[config.mk]
export PLATFORM = sky130hd
export DESIGN_NAME = req_serial_source
export DESIGN_NICKNAME = d
export VERILOG_FILES = /design/src/rtl/srcq_pkg.sv /design/src/rtl/srcq_edge.sv /design/src/rtl/srcq_record.sv /design/src/rtl/req_serial_source.sv
export SDC_FILE = /design/constraint.sdc
export NUM_CORES = 2
export LEC_CHECK = 0
export ABC_AREA = 1
export ABC_CLOCK_PERIOD_IN_PS = 6700
export BUFFER_PORTS_ARGS = -buffer_cell sky130_fd_sc_hd__buf_4
export CORE_ASPECT_RATIO = 0.8
export CORE_MARGIN = 1.5
export CORE_UTILIZATION = 45
export CTS_BUF_LIST = sky130_fd_sc_hd__clkbuf_8
export CTS_CLUSTER_DIAMETER = 60
export CTS_CLUSTER_SIZE = 12
export DETAILED_ROUTE_END_ITERATION = 7
export GPL_TIMING_DRIVEN = 0
export PLACE_DENSITY_LB_ADDON = 0.12
export SYNTH_ARGS = -nofsm -noshare
export SYNTH_HDL_FRONTEND = slang
export SYNTH_HIERARCHICAL = 1
export SYNTH_SLANG_ARGS = --single-unit
[constraint.sdc]
create_clock -name clk_i -period 6.7 [get_ports clk_i]
set_input_delay 1.34 -clock clk_i [delete_from_list [all_inputs] [get_ports clk_i]]
set_output_delay 1.34 -clock clk_i [all_outputs]
set_load 0.02 [all_outputs]
[src/rtl/srcq_pkg.sv]
package srcq_pkg;

    typedef enum logic {
        PH_IDLE = 1'b0,
        PH_SEND = 1'b1
    } phase_e;

    localparam int BITS_PER_BYTE = 8;

endpackage

[src/rtl/srcq_edge.sv]
module srcq_edge (
    input  logic clk_i,
    input  logic rst_ni,
    input  logic async_i,
    output logic rise_o
);
    logic meta_q, sync_q, prev_q;

    always_ff @(posedge clk_i or negedge rst_ni) begin
        if (!rst_ni) begin
            meta_q <= 1'b0;
            sync_q <= 1'b0;
            prev_q <= 1'b0;
        end else begin
            meta_q <= async_i;
            sync_q <= meta_q;
            prev_q <= sync_q;
        end
    end

    assign rise_o = sync_q & ~prev_q;

    // a detected edge is a single-cycle pulse
    assert_rise_single_R2: assert property (@(posedge clk_i) disable iff (!rst_ni)
        rise_o |=> !rise_o);
endmodule

[src/rtl/srcq_record.sv]
module srcq_record #(
    parameter int NUM_BYTES = 125,
    parameter int AW        = 7
) (
    input  logic          clk_i,
    input  logic          rst_ni,
    input  logic          wr_en_i,
    input  logic [AW-1:0] wr_addr_i,
    input  logic [7:0]    wr_data_i,
    input  logic [AW-1:0] rd_addr_i,
    output logic [7:0]    rd_data_o
);
    logic [7:0] mem_q [NUM_BYTES];

    for (genvar g = 0; g < NUM_BYTES; g++) begin : g_byte
        always_ff @(posedge clk_i or negedge rst_ni) begin
            if (!rst_ni) begin
                mem_q[g] <= 8'h00;
            end else if (wr_en_i && (wr_addr_i == AW'(g))) begin
                mem_q[g] <= wr_data_i;
            end
        end
    end

    always_comb begin
        rd_data_o = 8'h00;
        for (int i = 0; i < NUM_BYTES; i++) begin
            if (rd_addr_i == AW'(i)) begin
                rd_data_o = mem_q[i];
            end
        end
    end
endmodule

[src/rtl/req_serial_source.sv]
module req_serial_source #(
    parameter int NUM_BYTES = 125,
    parameter int BIT_DIV   = 500,
    parameter int AW        = 7
) (
    input  logic          clk_i,
    input  logic          rst_ni,
    input  logic          req_i,
    input  logic          wr_en_i,
    input  logic [AW-1:0] wr_addr_i,
    input  logic [7:0]    wr_data_i,
    output logic          sclk_o,
    output logic          sdata_o,
    output logic          busy_o,
    output logic          overrun_o
);
    import srcq_pkg::*;

    localparam int DW = (BIT_DIV > 2) ? $clog2(BIT_DIV) : 1;
    localparam logic [DW-1:0] DIV_LAST  = DW'(BIT_DIV - 1);
    localparam logic [DW-1:0] DIV_HALF  = DW'(BIT_DIV / 2);
    localparam logic [AW-1:0] BYTE_LAST = AW'(NUM_BYTES - 1);
    localparam logic [2:0]    BIT_LAST  = 3'(BITS_PER_BYTE - 1);
    localparam int TOTAL_BITS = NUM_BYTES * BITS_PER_BYTE;
    localparam int TOTAL_CYC  = TOTAL_BITS * BIT_DIV;

    typedef struct packed {
        phase_e        phase;
        logic          overrun;
        logic [DW-1:0] div;
        logic [2:0]    bit_idx;
        logic [AW-1:0] byte_idx;
        logic [7:0]    shreg;
    } state_t;

    state_t        st_d, st_q;
    logic          req_rise;
    logic [AW-1:0] rd_addr;
    logic [7:0]    rd_data;

    srcq_edge i_edge (
        .clk_i  (clk_i),
        .rst_ni (rst_ni),
        .async_i(req_i),
        .rise_o (req_rise)
    );

    srcq_record #(.NUM_BYTES(NUM_BYTES), .AW(AW)) i_record (
        .clk_i    (clk_i),
        .rst_ni   (rst_ni),
        .wr_en_i  (wr_en_i),
        .wr_addr_i(wr_addr_i),
        .wr_data_i(wr_data_i),
        .rd_addr_i(rd_addr),
        .rd_data_o(rd_data)
    );

    always_comb begin
        st_d    = st_q;
        rd_addr = (st_q.phase == PH_IDLE) ? '0 : st_q.byte_idx + AW'(1);
        unique case (st_q.phase)
            PH_IDLE: begin
                if (req_rise) begin
                    st_d.phase    = PH_SEND;
                    st_d.div      = '0;
                    st_d.bit_idx  = '0;
                    st_d.byte_idx = '0;
                    st_d.shreg    = rd_data;
                end
            end
            PH_SEND: begin
                if (req_rise) begin
                    st_d.overrun = 1'b1;
                end
                if (st_q.div == DIV_LAST) begin
                    st_d.div = '0;
                    if (st_q.bit_idx == BIT_LAST) begin
                        st_d.bit_idx = '0;
                        if (st_q.byte_idx == BYTE_LAST) begin
                            st_d.phase = PH_IDLE;
                            st_d.shreg = '0;
                        end else begin
                            st_d.byte_idx = st_q.byte_idx + AW'(1);
                            st_d.shreg    = rd_data;
                        end
                    end else begin
                        st_d.bit_idx = st_q.bit_idx + 3'd1;
                        st_d.shreg   = {st_q.shreg[6:0], 1'b0};
                    end
                end else begin
                    st_d.div = st_q.div + DW'(1);
                end
            end
            default: st_d.phase = PH_IDLE;
        endcase
    end

    always_ff @(posedge clk_i or negedge rst_ni) begin
        if (!rst_ni) begin
            st_q <= '{phase: PH_IDLE, overrun: 1'b0, div: '0, bit_idx: '0,
                      byte_idx: '0, shreg: '0};
        end else begin
            st_q <= st_d;
        end
    end

    assign busy_o    = (st_q.phase == PH_SEND);
    assign sclk_o    = busy_o && (st_q.div >= DIV_HALF);
    assign sdata_o   = busy_o && st_q.shreg[7];
    assign overrun_o = st_q.overrun;

    // Observation counters for the checks below
    logic [31:0] chk_busy_len_q, chk_edges_q;
    logic        chk_sclk_prev_q;

    always_ff @(posedge clk_i or negedge rst_ni) begin
        if (!rst_ni) begin
            chk_busy_len_q  <= '0;
            chk_edges_q     <= '0;
            chk_sclk_prev_q <= 1'b0;
        end else begin
            chk_sclk_prev_q <= sclk_o;
            if (!busy_o) begin
                chk_busy_len_q <= '0;
                chk_edges_q    <= '0;
            end else begin
                chk_busy_len_q <= chk_busy_len_q + 32'd1;
                if (sclk_o && !chk_sclk_prev_q) begin
                    chk_edges_q <= chk_edges_q + 32'd1;
                end
            end
        end
    end

    assert_idle_quiet_R6: assert property (@(posedge clk_i) disable iff (!rst_ni)
        !busy_o |-> (!sdata_o && !sclk_o));

    assert_overrun_sticky_R8: assert property (@(posedge clk_i) disable iff (!rst_ni)
        overrun_o |=> overrun_o);

    assert_overrun_set_R7: assert property (@(posedge clk_i) disable iff (!rst_ni)
        (req_rise && busy_o) |=> (overrun_o && busy_o));

    assert_data_steady_R5: assert property (@(posedge clk_i) disable iff (!rst_ni)
        $rose(sclk_o) |-> $stable(sdata_o));

    assert_busy_len_R3: assert property (@(posedge clk_i) disable iff (!rst_ni)
        $fell(busy_o) |-> (chk_busy_len_q == 32'(TOTAL_CYC)));

    assert_edge_count_R3: assert property (@(posedge clk_i) disable iff (!rst_ni)
        $fell(busy_o) |-> (chk_edges_q == 32'(TOTAL_BITS)));
endmodule

# After elaboration in Yosys (flattened, before gate mapping)

Index checks and enable logic that the tools add are counted.

Register bits after elaboration: 1,032
Input port bits: 19
Output and inout port bits: 4
Word-level logic and storage cells: 668

Add/sub/neg operators: 3
$lt $le $gt $ge: 1
Eq/ne operators: 255
Mux-type cells: 140
Bitwise logic cells: 3
Reduce and logical (&&, ||, !) cells: 132

Operators by type and width:

| cell                                                | count |
|---|---|
| 2-to-1 mux 8 bit                                    | 127 |
| == test 7 bit, second input constant                | 123 |
| == test 7 x 6 -> 1 bit, second input constant       | 64 |
| == test 7 x 5 -> 1 bit, second input constant       | 32 |
| logical AND 1 bit                                   | 127 |
| == test 7 x 4 -> 1 bit, second input constant       | 16 |
| == test 7 x 3 -> 1 bit, second input constant       | 8 |
| one-hot mux 27 bit (2 select lines)                 | 1 |
| == test 7 x 2 -> 1 bit, second input constant       | 4 |
| 2-to-1 mux 27 bit                                   | 1 |
| 2-to-1 mux 7 bit                                    | 3 |
| 2-to-1 mux 18 bit                                   | 1 |
| == test 7 x 1 -> 1 bit, second input constant       | 2 |
| logical NOT 7 bit                                   | 2 |
| adder 9 x 1 -> 9 bit, second input constant         | 1 |
| == test 9 bit, second input constant                | 1 |
| >= comparator 9 x 8 -> 1 bit, second input constant | 1 |
| 2-to-1 mux 9 bit                                    | 1 |
| adder 7 x 1 -> 7 bit, second input constant         | 1 |
| != test 2 x 1 -> 1 bit, second input constant       | 3 |
| 2-to-1 mux 1 bit                                    | 4 |
| AND reduction 2 bit                                 | 2 |
| AND reduction 4 bit                                 | 1 |
| adder 3 x 1 -> 3 bit, second input constant         | 1 |
| 6 further kinds                                     | 7 |

# Depth between registers and ports, before layout

Depth after elaboration: 132
Depth in mapped cells: 79
Gate-level depth less buffers: 79

# By module

Netlist, hierarchy kept.

Modules (own cells, without submodules):

| module            | instances | cells each | area an instance (µm²) | sequential area each (µm²) |
|---|---|---|---|---|
| srcq_record       | 1         | 5,830      | 45,342.2               | 25,024.0 |
| req_serial_source | 1         | 225        | 1,730.4                | 725.7 |
| srcq_edge         | 1         | 5          | 85.1                   | 75.1 |

# Worst setup path before layout

No wires, ideal clock.

Kind: register -> register
Start point: register st_q (netlist bit busy_o)
End point: register st_q[6] (netlist name)
Setup time: 116 ps
Data arrival time: 5,765 ps
Required time: 6,584 ps
Slack: 819 ps
Stages on the path, launching flop included: 78
Buffers on the path: 2
Period minus slack after synthesis: 5,881 ps
Cell sequence: dfrtp_1 > buf_6 > o21ai_1 > a21oi_1 > nor2_1 > nand2_1 > buf_6 > inv_2 > nand3_1 > nand3_1 > nor2_1 > nand4_1 > nand2_1 > nand4_1 > nand2_1 > nand4_1 > nor2_1 > nand3_1 > [42 not listed] > nand2_1 > nand4_1 > nand2_1 > nand4_1 > nand2_1 > nand4_1 > nand2_1 > nand4_1 > nand2_1 > nand4_1 > nand2_1 > nand4_1 > nor2_1 > nand4_1 > nand3_1 > nand2_1 > nand2_1 > nand2_1

Cells in the longest elaborated chain, start to end: 131
Elaborated cells between the ends (all ways): 260
Those cells by class: eq/ne: 126; mux: 131; bitwise: 1; reduce/logical: 2

RTL lines:

| element                                 | RTL line                 | RTL |
|---|---|---|
| start: declaration                      | req_serial_source.sv:36  | `state_t st_d, st_q;` |
| start signal: assignment                | req_serial_source.sv:100 | `st_q <= '{phase: PH_IDLE, overrun: 1'b0, div: '0, bit_idx: '0,` |
| start signal: assignment                | req_serial_source.sv:103 | `st_q <= st_d;` |
| 2-to-1 mux 7 bit (*)                    | req_serial_source.sv:60  | `rd_addr = (st_q.phase == PH_IDLE) ? '0 : st_q.byte_idx + AW'(1);` |
| named net rd_addr[3]                    | req_serial_source.sv:38  | `logic [AW-1:0] rd_addr;` |
| logical NOT 7 bit                       | srcq_record.sv:28        | `if (rd_addr_i == AW'(i)) begin` |
| 2-to-1 mux 8 bit (124 in series)        | srcq_record.sv:28        |  |
| 2-to-1 mux 8 bit (*)                    | srcq_record.sv:28        |  |
| named net rd_data[6]                    | req_serial_source.sv:39  | `logic [7:0] rd_data;` |
| 2-to-1 mux 8 bit                        | req_serial_source.sv:79  | `if (st_q.byte_idx == BYTE_LAST) begin` |
| 2-to-1 mux 8 bit                        | req_serial_source.sv:77  | `if (st_q.bit_idx == BIT_LAST) begin` |
| 2-to-1 mux 18 bit                       | req_serial_source.sv:75  | `if (st_q.div == DIV_LAST) begin` |
| one-hot mux 27 bit (2 select lines) (*) | req_serial_source.sv:61  | `unique case (st_q.phase)` |

The timed path passes the listed nets; every way through them passes the cells marked *. The select of a mux whose other input is x is not followed.
A chain may end at the register's enable or synchronous reset.

# Final worst setup path

Start point: register st_q[8] (netlist name)
End point: register st_q[4] (netlist name)

Cells in the longest elaborated chain, start to end: 132
Elaborated cells between the ends (all ways): 258
Those cells by class: add/sub: 1; eq/ne: 125; mux: 131; reduce/logical: 1

RTL lines:

| element                                 | RTL line |
|---|---|
| adder 7 x 1 -> 7 bit (*)                | req_serial_source.sv:60 |
| 2-to-1 mux 7 bit (*)                    | req_serial_source.sv:60 |
| named net rd_addr[6]                    | req_serial_source.sv:38 |
| logical NOT 7 bit                       | srcq_record.sv:28 |
| 2-to-1 mux 8 bit (124 in series)        | srcq_record.sv:28 |
| 2-to-1 mux 8 bit (*)                    | srcq_record.sv:28 |
| named net rd_data[4]                    | req_serial_source.sv:39 |
| 2-to-1 mux 8 bit                        | req_serial_source.sv:79 |
| 2-to-1 mux 8 bit                        | req_serial_source.sv:77 |
| 2-to-1 mux 18 bit                       | req_serial_source.sv:75 |
| one-hot mux 27 bit (2 select lines) (*) | req_serial_source.sv:61 |

Marked as above.

==> reports/qor.log <==
INFO  sta            timing_worst_slew_pin_value=1350ps
INFO  critical_path  rr_startpoint=st_q[8]$_DFFE_PN0P_
INFO  yosys          synth.cell_area=0.0472mm²
INFO  sta            slew_viol_final=0
INFO  yosys          yosys-mux-area-fraction=0%
INFO  yosys          async_flop_share=100%
INFO  yosys          synth_top_family_by_area=simple AND/OR/NAND/NOR gates
INFO  placed_design  dp_cells=7508
INFO  global_route   gr-total-overflow=0
INFO  layout         final_layout_size_suffix_gt1_share=6.55%
INFO  yosys          synth_enable_flop_cells=0
INFO  critical_path  endpoint_kind=flop
INFO  detailed_routing route.met2.wl=64300µm
INFO  critical_path  cp-endpoint=st_q[4]$_DFFE_PN0P_
INFO  die            floorplan.rows=106
INFO  die            floorplan.io_pins=23
INFO  global_route   grt_antenna_before_repair=4
INFO  yosys          synth.yosys.warnings=6
INFO  sta            final.min_clock_period=9450ps
INFO  clocking       cts_tree=done
INFO  critical_path  cell_with_the_largest_stage_delay_on_the_worst_path=sky130_fd_sc_hd__dfrtp_2
INFO  detailed_routing detail_route.drc_violations=0
INFO  power_and_ir_drop ir_drop=0.158mV
INFO  clocking       worst_skew_pair.late_latency=780ps
INFO  detailed_routing max_layer_used=met5
INFO  yosys          sequential_cell_area_fraction_in_the_yosys_report=54.8%
INFO  global_route   largest_net_degree_at_the_start_of_global_routing=172
INFO  layout         final_cell_area=0.0520mm²
INFO  die            coreArea=0.104mm²
INFO  sta            hold_fails_final_rpt=0
INFO  critical_path  setup.reg_to_reg.worst_slack=-2750ps
INFO  critical_path  worstReg2RegEnd=st_q[4]$_DFFE_PN0P_
INFO  clocking       clock_tree.buffer_depth=3
INFO  yosys          synth-seq-cells=1032
INFO  global_route   grt_pass1_vias=38300
INFO  global_route   globalRouteTotalUtil=29.2%
INFO  critical_path  worstPathArrival=10130ps
INFO  detailed_routing met3WireLength=11800µm
INFO  global_route   grt_first_pass_wirelength=238000µm
INFO  detailed_routing drt_first_iter_violations=4928
INFO  yosys          synth_area_in_compound_gates=12.0%
INFO  critical_path  critical_path_peak_fanout=6
INFO  detailed_routing detail_route.vias_per_cell=5.44
INFO  sta            timing.final.setup_violations=8
INFO  yosys          yosys.area.top_type=sky130_fd_sc_hd__dfrtp_1
INFO  yosys          synth_cells=6060
INFO  critical_path  start_kind=flop
INFO  critical_path  cp-startpoint=st_q[8]$_DFFE_PN0P_
INFO  sta            finalCritPeriodShare=141%
INFO  clocking       clock-root-buffer=sky130_fd_sc_hd__clkbuf_8
INFO  clocking       cts_htree_levels=3
INFO  placed_design  placed_cell_area=0.0495mm²
INFO  power_and_ir_drop p_per_area=233mW/mm²
INFO  critical_path  cp.depth=77
INFO  critical_path  worst_ep_required_time=7380ps
INFO  detailed_routing route.layer.met1.wl=75100µm
INFO  yosys          synth_top_cells_by_area=sky130_fd_sc_hd__dfrtp_1 55%, sky130_fd_sc_hd__nand2_1 18%, sky130_fd_sc_hd__o21ai_0 11%, sky130_fd_sc_hd__nor2_1 4.3%, sky130_fd_sc_hd__nand4_1 3.2%
INFO  yosys          post_synth_num_cell_types=36
INFO  detailed_routing drtAntennaViolNets=0
INFO  clocking       clock_sink_count=1032
INFO  critical_path  timing.critical_path.slowest_cell_delay=420ps
INFO  yosys          synth_xor_xnor_area_share=0.0929%
INFO  placed_design  port_buffer_cells=22
INFO  yosys          most_common_flop_cell_mapped_by_yosys=sky130_fd_sc_hd__dfrtp_1
INFO  power_and_ir_drop p_leak=23.8nW
INFO  clocking       tritoncts.num_buffers=99
INFO  detailed_routing dr.pass1.iters=6
INFO  run_status     failed_checks=setup timing
INFO  critical_path  rr_worst_depth=77
INFO  placed_design  gp_routability_congestion=0.910
INFO  critical_path  crit_buf_inv=2
INFO  die            floorplan.initialDensity=45.2%
INFO  clocking       cts.clk_slew.worst_paths=80ps
INFO  sta            rsz0062_at_grt=true
INFO  layout         syn_to_final_growth=10.4%
INFO  layout         post_layout_nonfiller_instances=7684
INFO  yosys          yosys.area_share.simple=27.4%
INFO  detailed_routing wl_per_cell=20.3µm
INFO  sta            slew_headroom=9.29%
INFO  sta            max_freq=0.106GHz
INFO  placed_design  detailed_place_hpwl=107000µm
INFO  layout         final_common_cell=sky130_fd_sc_hd__nand2_1
INFO  hold_path      timing.hold.worst.class=flop to flop
INFO  sta            finalWorstSetupSlack=-2750ps
INFO  yosys          yosys.area_share.adder=0.186%
INFO  yosys          syn_nets=6086
INFO  layout         utilization=49.9%
INFO  yosys          synth_top_cell_area_share=54.8%
INFO  run_status     run_status=complete, but fails checks
INFO  die            die_h=293µm
INFO  layout         most_used_cells_in_the_layout_excluding_fill_and_tap_cells=2267 x sky130_fd_sc_hd__nand2_1, 1042 x sky130_fd_sc_hd__o21ai_0, 1028 x sky130_fd_sc_hd__dfrtp_1, 501 x sky130_fd_sc_hd__nor2_1, 351 x sky130_fd_sc_hd__inv_1
INFO  sta            final.hold.worst_slack=356ps
INFO  flow_run       maxCapViolations=0
INFO  detailed_routing wirelength=156000µm
INFO  die            die-area=0.107mm²
INFO  yosys          syn_avg_cell_area=7.78µm²
INFO  sta            worst_clock_skew=37.7ps
INFO  die            die_width=365µm
INFO  critical_path  delay_heaviest_family_cp=simple AND/OR/NAND/NOR gates
INFO  detailed_routing dr_total_vias=41800
INFO  critical_path  critPathMostFrequentCell=sky130_fd_sc_hd__nand4_1
INFO  critical_path  critPathKind=flop to flop
INFO  layout         finalNetCount=6281
## worst reg2reg max path, delay by kind of cell (launching register included)
family,cells,cell delay (ps)
compound gates,1,80
flops,1,420
fa+ha+maj,1,170
simple gates,73,8430
buf+inv,2,240
## how the worst min path moves through the flow
stage / from / end / depth (start not counted)
4_1_cts: i_edge/meta_q$_DFF_PN0_ / i_edge/sync_q$_DFF_PN0_ / 0
6_report: i_edge/meta_q$_DFF_PN0_ / i_edge/sync_q$_DFF_PN0_ / 0
5_1_grt: i_edge/meta_q$_DFF_PN0_ / i_edge/sync_q$_DFF_PN0_ / 0
2_1_floorplan: i_edge/meta_q$_DFF_PN0_ / i_edge/sync_q$_DFF_PN0_ / 0
3_3_place_gp: i_edge/meta_q$_DFF_PN0_ / i_edge/sync_q$_DFF_PN0_ / 0
3_5_place_dp: i_edge/meta_q$_DFF_PN0_ / i_edge/sync_q$_DFF_PN0_ / 0
## timing repair
action	4_1_cts	5_1_grt
hold buffers	0	0
setup endpoints to repair	8	8
resized for setup	101	52
buffers inserted	26	24
pin swaps	102	136
## area by class of cell
type / instances / area (µm²)
multi-input cells: 4339 / 19200
well taps: 1404 / 1760
plain buffers: 309 / 1230
flip-flops and latches: 1032 / 25800
clock inverters: 15 / 151
inverters: 380 / 1460
repair buffers: 94 / 945
clock buffers: 107 / 1470
fillers: 10500 / 52200
diodes: 4 / 10.0
## stage by stage
| step | setup WS (ps) | setup TNS (ps) | power, W |
|---|---|---|---|
| final | -2750 | -20830 | 0.0121 |
| after global routing | -3240 | -25090 | 0.0127 |
| after CTS | -2620 | -19850 | 0.0122 |
| after detailed placement | -3980 | -29960 | 0.00847 |
| after global placement | -8580 | -8646900 | 0.00841 |
| after floorplan | 819 | 0 | 0.00779 |
## logic make-up (layout without fill, tap and decap cells)
kind of cell,after synthesis,in the layout
AO/OA/AOI/OAI,1116,1116
XOR/XNOR,5,5
adder cells (fa/ha/maj),7,7
buffers and inverters,689,905
flip-flops,1032,1032
other,0,4
AND/OR/NAND/NOR,3211,3211
## flip-flops by register name, summed over array words and instances, names as in the netlist
register,flops
st_q,27
i_edge/meta_q,1
overrun_o,1
i_edge/sync_q,1
i_edge/prev_q,1
i_record/mem_q,1000
busy_o,1
## cell usage after synthesis (7+ instances only)
| master | number |
|---|---|
| sky130_fd_sc_hd__a21oi_1 | 53 |
| sky130_fd_sc_hd__clkbuf_1 | 293 |
| sky130_fd_sc_hd__dfrtp_1 | 1032 |
| sky130_fd_sc_hd__ha_1 | 7 |
| sky130_fd_sc_hd__inv_1 | 356 |
| sky130_fd_sc_hd__inv_2 | 18 |
| sky130_fd_sc_hd__nand2_1 | 2314 |
| sky130_fd_sc_hd__nand3_1 | 53 |
| sky130_fd_sc_hd__nand4_1 | 238 |
| sky130_fd_sc_hd__nor2_1 | 535 |
| sky130_fd_sc_hd__nor2_2 | 9 |
| sky130_fd_sc_hd__nor3_1 | 28 |
| sky130_fd_sc_hd__o21ai_0 | 1042 |
| sky130_fd_sc_hd__o31ai_1 | 9 |
| sky130_fd_sc_hd__or2_2 | 10 |
## power breakdown
group	total (W)	switching, W	internal, W
Combinational	0.00139	0.000973	0.000422
Sequential	0.00704	0.000302	0.00674
Clock	0.00370	0.00218	0.00151
## layer usage
| layer | global-route usage (%) | up-vias |
|---|---|---|
| met5 | 0 | - |
| met4 | 8.07 | 2 |
| met3 | 4.56 | 205 |
| met2 | 40.8 | 1435 |
| met1 | 46.3 | 20400 |
| li1 | - | 19800 |
Note: power is estimated with default switching activity, not from simulation.
